## src/rtl/flash_done_poller.sv

```systemverilog
module flash_done_poller #(
  parameter int TW = 16
) (
  input  logic          clk,
  input  logic          rst_n,
  input  logic          start_i,
  input  logic          op_erase_i,
  input  logic          mode_toggle_i,
  input  logic [7:0]    exp_data_i,
  input  logic [TW-1:0] timeout_i,
  output logic          rd_req_o,
  input  logic          rd_ready_i,
  input  logic          rd_rsp_valid_i,
  input  logic [7:0]    rd_rsp_data_i,
  output logic          busy_o,
  output logic          done_o,
  output logic          fail_o
);

  localparam logic [7:0] ERASED = 8'hFF;

  typedef enum logic [1:0] {S_IDLE, S_REQ, S_WAIT} st_t;

  st_t           st;
  logic [1:0]    phase;
  logic          conf_ok, have_prev, prev6, erase_q, tog_q;
  logic [7:0]    exp_q;
  logic [TW-1:0] lim_q, poll_cnt;

  wire [TW:0] lim     = (lim_q == '0) ? {{TW{1'b0}}, 1'b1} : {1'b0, lim_q};
  wire [TW:0] pc_next = {1'b0, poll_cnt} + {{TW{1'b0}}, 1'b1};
  wire [7:0]  tgt     = erase_q ? ERASED : exp_q;
  wire        match   = (rd_rsp_data_i == tgt);
  wire        dq7_hit = erase_q ? rd_rsp_data_i[7] : (rd_rsp_data_i[7] == exp_q[7]);
  wire        dq6_hit = have_prev && (rd_rsp_data_i[6] == prev6);
  wire        apparent = tog_q ? dq6_hit : dq7_hit;
  wire        rsp     = (st == S_WAIT) && rd_rsp_valid_i;

  assign rd_req_o = (st == S_REQ);
  assign busy_o   = (st != S_IDLE);

  always_ff @(posedge clk) begin
    if (!rst_n) begin
      st        <= S_IDLE;
      phase     <= 2'd0;
      conf_ok   <= 1'b0;
      have_prev <= 1'b0;
      prev6     <= 1'b0;
      erase_q   <= 1'b0;
      tog_q     <= 1'b0;
      exp_q     <= '0;
      lim_q     <= '0;
      poll_cnt  <= '0;
      done_o    <= 1'b0;
      fail_o    <= 1'b0;
    end else begin
      done_o <= 1'b0;
      fail_o <= 1'b0;
      case (st)
        S_IDLE: if (start_i) begin
          erase_q   <= op_erase_i;
          tog_q     <= mode_toggle_i;
          exp_q     <= exp_data_i;
          lim_q     <= timeout_i;
          poll_cnt  <= '0;
          phase     <= 2'd0;
          have_prev <= 1'b0;
          st        <= S_REQ;
        end
        S_REQ: if (rd_ready_i) st <= S_WAIT;
        S_WAIT: if (rsp) begin
          case (phase)
            2'd0: begin
              poll_cnt  <= pc_next[TW-1:0];
              prev6     <= rd_rsp_data_i[6];
              have_prev <= 1'b1;
              if (apparent) begin
                phase   <= 2'd1;
                conf_ok <= 1'b1;
                st      <= S_REQ;
              end else if (pc_next >= lim) begin
                fail_o <= 1'b1;
                st     <= S_IDLE;
              end else begin
                st <= S_REQ;
              end
            end
            2'd1: begin
              conf_ok <= conf_ok & match;
              phase   <= 2'd2;
              st      <= S_REQ;
            end
            default: begin
              phase     <= 2'd0;
              have_prev <= 1'b0;
              if (conf_ok && match) begin
                done_o <= 1'b1;
                st     <= S_IDLE;
              end else if ({1'b0, poll_cnt} >= lim) begin
                fail_o <= 1'b1;
                st     <= S_IDLE;
              end else begin
                st <= S_REQ;
              end
            end
          endcase
        end
        default: st <= S_IDLE;
      endcase
    end
  end

  assert_single_result_R10: assert property (@(posedge clk) disable iff (!rst_n)
    !(done_o && fail_o));
  assert_result_idle_R10: assert property (@(posedge clk) disable iff (!rst_n)
    (done_o || fail_o) |-> !busy_o);
  assert_req_hold_R3: assert property (@(posedge clk) disable iff (!rst_n)
    rd_req_o && !rd_ready_i |=> rd_req_o);
  assert_no_req_in_flight_R3: assert property (@(posedge clk) disable iff (!rst_n)
    (st == S_WAIT) && !rd_rsp_valid_i |=> !rd_req_o);
  assert_done_after_rsp_R7: assert property (@(posedge clk) disable iff (!rst_n)
    done_o |-> $past(rd_rsp_valid_i));
  assert_poll_bound_R9: assert property (@(posedge clk) disable iff (!rst_n)
    busy_o |-> ({1'b0, poll_cnt} <= lim));
  assert_start_taken_R2: assert property (@(posedge clk) disable iff (!rst_n)
    start_i && !busy_o |=> busy_o);

endmodule

```

## config.mk

```make
export PLATFORM = sky130hd
export DESIGN_NAME = flash_done_poller
export DESIGN_NICKNAME = d
export VERILOG_FILES = /design/src/rtl/flash_done_poller.sv
export SDC_FILE = /design/constraint.sdc
export NUM_CORES = 1
export LEC_CHECK = 0
export ABC_AREA = 0
export BUFFER_PORTS_ARGS = -buffer_cell sky130_fd_sc_hd__buf_2
export CORE_ASPECT_RATIO = 0.9
export CORE_MARGIN = 4
export CORE_UTILIZATION = 45
export DETAILED_ROUTE_END_ITERATION = 10
export MAX_ROUTING_LAYER = met4
export PLACE_DENSITY_LB_ADDON = 0.25
export SYNTH_ARGS = -nofsm -noshare
export SYNTH_HDL_FRONTEND = slang
export SYNTH_SLANG_ARGS = --single-unit
export TNS_END_PERCENT = 1
```

## constraint.sdc

```tcl
create_clock -name clk -period 5 [get_ports clk]
set_input_delay 0.25 -clock clk [delete_from_list [all_inputs] [get_ports clk]]
set_output_delay 0.25 -clock clk [all_outputs]
set_load 0.02 [all_outputs]
```

==> parameters.txt, run 1 <==
Parameter                              Value

Outcome
  Outcome    complete, no violations

Global routing
  Most used routing layer in global routing    met1
  Global Route met3 Usage    0.0286
  Global-route track usage on met1    0.278
  Met2 layer usage reported by global route    0.271
  Vias in the first global route    roughly 2800
  GR Util All Layers    0.189
  First-pass GRT wire length    around 13000 µm
  GR Overflow Total    0
  Number of antenna violations at the first check in global routing    0
  Pin count of the biggest net entering global routing    52

Timing
  Total setup violations reported at the end of the flow    0
  Worst-Margin Slew    roughly 1.0 ns
  Max Fclk    around 340 MHz
  Total Neg Setup Slack    0 ns
  Worst relative slew slack    0.306
  Setup repair after global routing missed its margin    false
  Minimum clock period after layout    roughly 3.0 ns
  Total count of max-transition violations in the final report    0
  Maximum clock skew at final layout    roughly 0.009 ns
  Final hold slack    0.168 ns
  Post-route clock period utilization    0.595
  Worst path setup slack after routing    between 2 and 2.5 ns
  Final number of hold-violating endpoints    0

Worst hold path
  Worst min-delay path endpoint    lim_q[8]
  Min-Delay Path Class    primary input to flip-flop
  Startpoint of the tightest hold check path    timeout_i[8]
  Hold path depth    3

Synth
  Fraction of synthesized cell area taken by the top area cell type    0.305
  Share of synthesized area occupied by flip-flops and latches    0.305
  Primary FF master, synth    dfxtp_1
  Post-synthesis register bit count    51
  Library cell with the largest summed area after synthesis    dfxtp_1
  Asr flop ratio synth    0
  Number of warning messages in the yosys log    0
  Number of cells produced by synthesis    415
  Mapped Avg Cell Area    8.06 µm²
  Net count after synthesis    around 500
  Synthesized cell area    between 3000 and 4000 µm²
  Biggest area contributors in the synthesized netlist    dfxtp_1 (31%), ha_1 (12%), nand2_1 (8.2%)
  Number of synthesized flops with an enable pin    0
  Number of library cell types mapped by synthesis    between 60 and 70

Power
  P_int    around 0.61 mW
  Net switching power of the design    around 0.30 mW
  Portion of total power attributed to sequential cells    0.493
  Total Power    0.913 mW
  Pwr dens    roughly 250 nW/µm²
  Part of the total power dissipated in the clock network    0.279
  Net switching share of the total power    0.329
  Combinational share of power    0.228
  Peak VDD IR    141 µV
  Leakage power    approximately 1.5 nW

Worst setup path
  Data arrival time of the worst path    roughly 3.2 ns
  FF-to-FF End    st[0]
  Worst r2r path cells    11
  Type of the worst setup path    flip-flop to flip-flop
  Reg2Reg Setup Slack    around 2 ns
  Required time at the endpoint of the critical path    between 5 and 6 ns
  Startpoint kind of the worst setup timing path    flip-flop
  Maximum net fanout on the critical path    7
  Critical Path End Type    flip-flop
  Worst flop-to-flop path startpoint    poll_cnt[0]

Die
  Total Die Area    about 8900 µm²
  Effective utilization at floorplan    0.468
  Placeable core area    7150 µm²
  Chip Height    roughly 90 µm
  Horiz. Die Dim    98.9 µm
  Std cell rows    29
  Top-level port count    between 40 and 50

Finish
  Area of combinational cells with multiple inputs    2170 µm²
  Number of nets in the finished design    520
  Number of antenna diodes    0
  Final Non-Filler Cells    between 500 and 600
  Fraction of final layout cells sized beyond drive strength 1    0.154
  Sequential cell area    1020 µm²
  Filler Cell Count    719
  Syn-to-layout area delta    10.2%

Clock network
  Clock Pin Slew Worst Setup and Hold Paths    0.11 ns
  Clock Sink Count    between 50 and 60
  Number of resized instances in the post-cts repair step    0
  CTS HTree Levels    2
  CTS Buffer Depth    2
  Clock latency on the worst-skew pair    about 0.32 ns
  Count of buffers added by post-CTS timing repair for setup    0
  Hold buffer count at cts    0
  Root buffer cell    clkbuf_8
  CTS tree    yes
  CTS buffer count    5

Place
  Port Buffer Count    42
  Worst setup slack after placement    2.08 ns
  Cell count after placement    534
  DP Wirelength    just over 6000 µm
  Gp weighted congestion    ~0.93

Detailed routing
  Routed wire length per instance    between 10 and 15 µm
  Post-DR vias/cell    5.45
  Total detailed-routing wirelength    about 8000 µm
  Antenna viol nets, final    0
  DR DRC count    0
  Initial DRT Pass Iterations    4
  Total via count in the routed design    roughly 3000
  Drt initial violations    roughly 190

Flow run
  Max-capacitance violation count    0
[cells by family (layout without fill, tap and decap cells)]
group | after synthesis | after routing | synth area share
compound gates | 103 | 103 | 0.211
xor+xnor | 18 | 18 | 0.0472
fa+ha+maj | 33 | 33 | 0.124
buf+inv | 37 | 71 | 0.0468
flops | 51 | 51 | 0.305
mux | 2 | 2 | 0.00636
simple gates | 171 | 171 | 0.259
[cells in the final DEF, fill, tap and decap left out, drive strengths merged, types with 5 or more instances in the layout]
master,n
xor2,7
o21ai,14
a22oi,9
nand3,18
nand4,5
buf,42
clkbuf,5
ha,33
nor3,9
inv,22
a21boi,32
nand2,74
nor2b,17
a21o,6
a21oi,22
xnor2,11
nor4,5
dfxtp,51
nor2,22
[routing by layer]
layer	vias to the layer above	wire length [µm]
met2	55	3480
met1	1371	4150
met3	8	304
met4	0	97
li1	1519	-
met5	-	0
[metrics by stage]
stage | utilization | cell area, µm²
finish | 0.515 | 3680
global route | 0.515 | 3680
CTS | 0.515 | 3680
detailed placement | 0.503 | 3590
global placement | 0.503 | 3590
floorplan | - | 3340
[power by group through the flow]
stage | Combinational [mW] | Sequential [mW] | Clock, mW
after floorplan | 0.156 | 0.449 | 0
after global placement | 0.202 | 0.458 | 0
after detailed placement | 0.207 | 0.460 | 0
after CTS | 0.208 | 0.450 | 0.259
after global routing | 0.236 | 0.455 | 0.278
final | 0.208 | 0.450 | 0.255
[registers in the layout, summed over array words and instances (netlist names)]
signal     cells
done_o         1
st             2
tog_q          1
prev6          1
poll_cnt      16
conf_ok        1
lim_q         16
exp_q          8
fail_o         1
erase_q        1
have_prev      1
phase          2
[critical path, stage by stage (launching register included)]
cell	delay, ns
dfxtp_1	0.47
ha_1	0.33
nand4_2	0.21
nor2_1	0.26
nand3_1	0.12
xnor2_1	0.16
ha_1	0.31
nand4_1	0.13
o41ai_1	0.41
a22o_1	0.21
o21ai_1	0.08
a31o_1	0.19
[cells in the mapped netlist, types with 2 or more instances]
library cell / count
nor2_2: 2
nor4_1: 4
a22oi_1: 9
nor2_1: 19
clkbuf_1: 7
dfxtp_1: 51
or2_2: 2
a21boi_1: 2
or3_1: 2
buf_2: 8
o21ai_1: 3
o311ai_0: 2
a21boi_0: 30
nand3_1: 17
a21oi_1: 22
nor3_1: 6
nand4_1: 4
xnor2_1: 11
ha_1: 33
inv_1: 21
and2_1: 3
a31oi_1: 3
and3_2: 2
and3_1: 2
nor3b_1: 2
nand2b_1: 4
o21ai_0: 11
nor2b_1: 16
a21o_1: 6
nand2_1: 73
nor3_2: 2
xor2_1: 7
[worst max-delay path by stage]
stage | from | end | cells after the start
global placement | poll_cnt[0] | st[0] | 12
floorplan | poll_cnt[0] | st[0] | 11
global route | poll_cnt[0] | st[0] | 12
CTS | poll_cnt[0] | st[0] | 11
detailed placement | poll_cnt[0] | st[0] | 11
finish | poll_cnt[0] | st[0] | 11
[cell type report]
type	instances	area share
Clock buffer	5	0.0187
Clock inverter	3	0.00645
Inverter	21	0.0214
Multi-Input combinational cell	327	0.588
Sequential cell	51	0.277
Tap cell	93	0.0316
Timing Repair Buffer	42	0.0570
(Power assumes the default switching activity.)
==> inputs of run 2 (changes only) <==
- clock period: 5 -> 2.85 ns (I/O delays scaled with it)
==> run 2 against run 1 <==
Effect of this change:
- highest routed layer unchanged
- design area up 2.4%
- count of clock-buffer cells in the layout rose by 1
- first-iteration DRC count fell by 20%
- fmax increased by 14%
- setup slack worse by 1.8 ns
- clock skew fell by 0.0042 ns
- largest power group unchanged
- power up 84%
==> parameters.txt, run 2 (synthesis results as in run 1) <==
Parameter                              Value

Finish
  Number of antenna diodes    0
  Filler Cell Count    676
  Largest registers ranked by flip-flop count    lim_q (16), poll_cnt (16), exp_q (8)
  Fraction of final layout cells sized beyond drive strength 1    0.182
  Number of nets in the finished design    around 530
  Most common cell after layout, fill and taps aside    nand2_1
  Syn-to-layout area delta    12.9%
  Final Non-Filler Cells    548
  Highest-count cells in the layout ignoring fill and taps    nand2_1 (73), dfxtp_1 (44), buf_2 (42)
  End-of-flow core utilization    0.528
  Fin area    between 3000 and 4000 µm²
  Sequential cell area    about 1000 µm²
  Area of combinational cells with multiple inputs    about 2200 µm²

Timing
  Minimum clock period after layout    2.61 ns
  Total setup violations reported at the end of the flow    0
  Total Neg Setup Slack    0 ns
  Final number of hold-violating endpoints    0
  Setup repair after global routing missed its margin    false
  Total count of max-transition violations in the final report    0
  Maximum clock skew at final layout    approximately 0.0047 ns
  Worst-Margin Slew    roughly 0.76 ns
  Post-route clock period utilization    0.915
  Worst relative slew slack    0.496
  Max Fclk    roughly 380 MHz

Clock network
  CTS Buffer Depth    2
  CTS tree    yes
  Clock Pin Slew Worst Setup and Hold Paths    around 0.1 ns
  Clock Sink Count    51
  Root buffer cell    clkbuf_8
  CTS buffer count    5
  Clock latency on the worst-skew pair    between 0.3 and 0.4 ns
  CTS HTree Levels    2

Detailed routing
  Antenna viol nets, final    0
  Drt initial violations    151
  Initial DRT Pass Iterations    5
  Post-DR vias/cell    5.43
  Routed wire length per instance    around 15 µm
  Total via count in the routed design    between 2000 and 3000
  DR DRC count    0
  Total detailed-routing wirelength    8070 µm

Global routing
  GR Util All Layers    0.193
  Number of antenna violations at the first check in global routing    0
  GR Overflow Total    0
  First-pass GRT wire length    around 14000 µm
  Pin count of the biggest net entering global routing    52
  Vias in the first global route    2846

Worst hold path
  Min-Delay Path Class    primary input to flip-flop

Worst setup path
  Type of the worst setup path    flip-flop to flip-flop
  Required time at the endpoint of the critical path    between 3 and 4 ns
  Critical Path End Type    flip-flop
  Startpoint kind of the worst setup timing path    flip-flop
  Data arrival time of the worst path    between 2 and 3 ns
  Maximum net fanout on the critical path    5

Die
  Horiz. Die Dim    just under 100 µm
  Effective utilization at floorplan    0.468
  Std cell rows    29
  Placeable core area    just over 7000 µm²
  Chip Height    between 80 and 90 µm
  Total Die Area    8870 µm²
  Top-level port count    43

Place
  Cell count after placement    about 540
  DP Wirelength    ~6000 µm
  Port Buffer Count    42
  Gp weighted congestion    0.918
  Placed Area    3630 µm²

Flow run
  Max-capacitance violation count    0

Power
  Leakage power    ~1.6 nW
  Pwr dens    between 400 and 500 nW/µm²
  Peak VDD IR    about 270 µV

Outcome
  Outcome    complete, no violations
run 2: layout make-up:
cell class | instances | share of cell area
Clock buffer | 6 | 0.0192
Timing Repair Buffer | 48 | 0.0676
Multi-Input combinational cell | 327 | 0.578
Clock inverter | 2 | 0.0103
Tap cell | 93 | 0.0308
Inverter | 21 | 0.0209
Sequential cell | 51 | 0.274
run 2: through the flow:
step / hold slack (ns) / power [mW] / setup WS (ns)
floorplan: 0.287 / 1.06 / 0.318
global placement: 0.395 / 1.16 / 0.207
detailed placement: 0.403 / 1.17 / 0.127
CTS: 0.0521 / 1.70 / 0.0648
global route: 0.0532 / 1.78 / 0.00126
finish: 0.0627 / 1.68 / 0.242
run 2: critical path, cell delays in order (launching register included):
cell     delay (ns)
dfxtp_2        0.39
ha_2           0.22
nand4_4        0.15
nor2_2         0.19
nand3_1        0.11
xnor2_1        0.16
ha_1           0.32
nand4_1        0.13
o41ai_1        0.34
a22o_1         0.20
o21ai_1        0.10
a31o_1         0.20
run 2: timing repair:
item                       CTS  global route
gates resized for setup      0            11
buffers inserted             0             1
setup endpoints to repair    0             2
hold buffers                 0             0
run 2: power breakdown:
part           leakage, nW  switching [mW]  total, mW  internal (mW)
Sequential           0.419          0.0411      0.791          0.749
Clock               0.0558           0.262      0.528          0.266
Combinational         1.10           0.214      0.365          0.151
Total                 1.57           0.517       1.68           1.17
run 2: routing by layer:
layer	GRT usage	routed length [µm]
met1	0.274	4120
met2	0.282	3470
met3	0.0402	369
met4	0.0410	110
met5	-	0
run 2: path summary, 6_finish.rpt:
check / from / endpoint / slack [ns] / cells past startpoint
hold / removal: mode_toggle_i / tog_q / 0.06 / 3
setup reg to reg: poll_cnt[1] / st[0] / 0.24 / 11
setup / recovery: poll_cnt[1] / st[0] / 0.24 / 11
hold reg to reg: exp_q[5] / exp_q[5] / 0.48 / 2
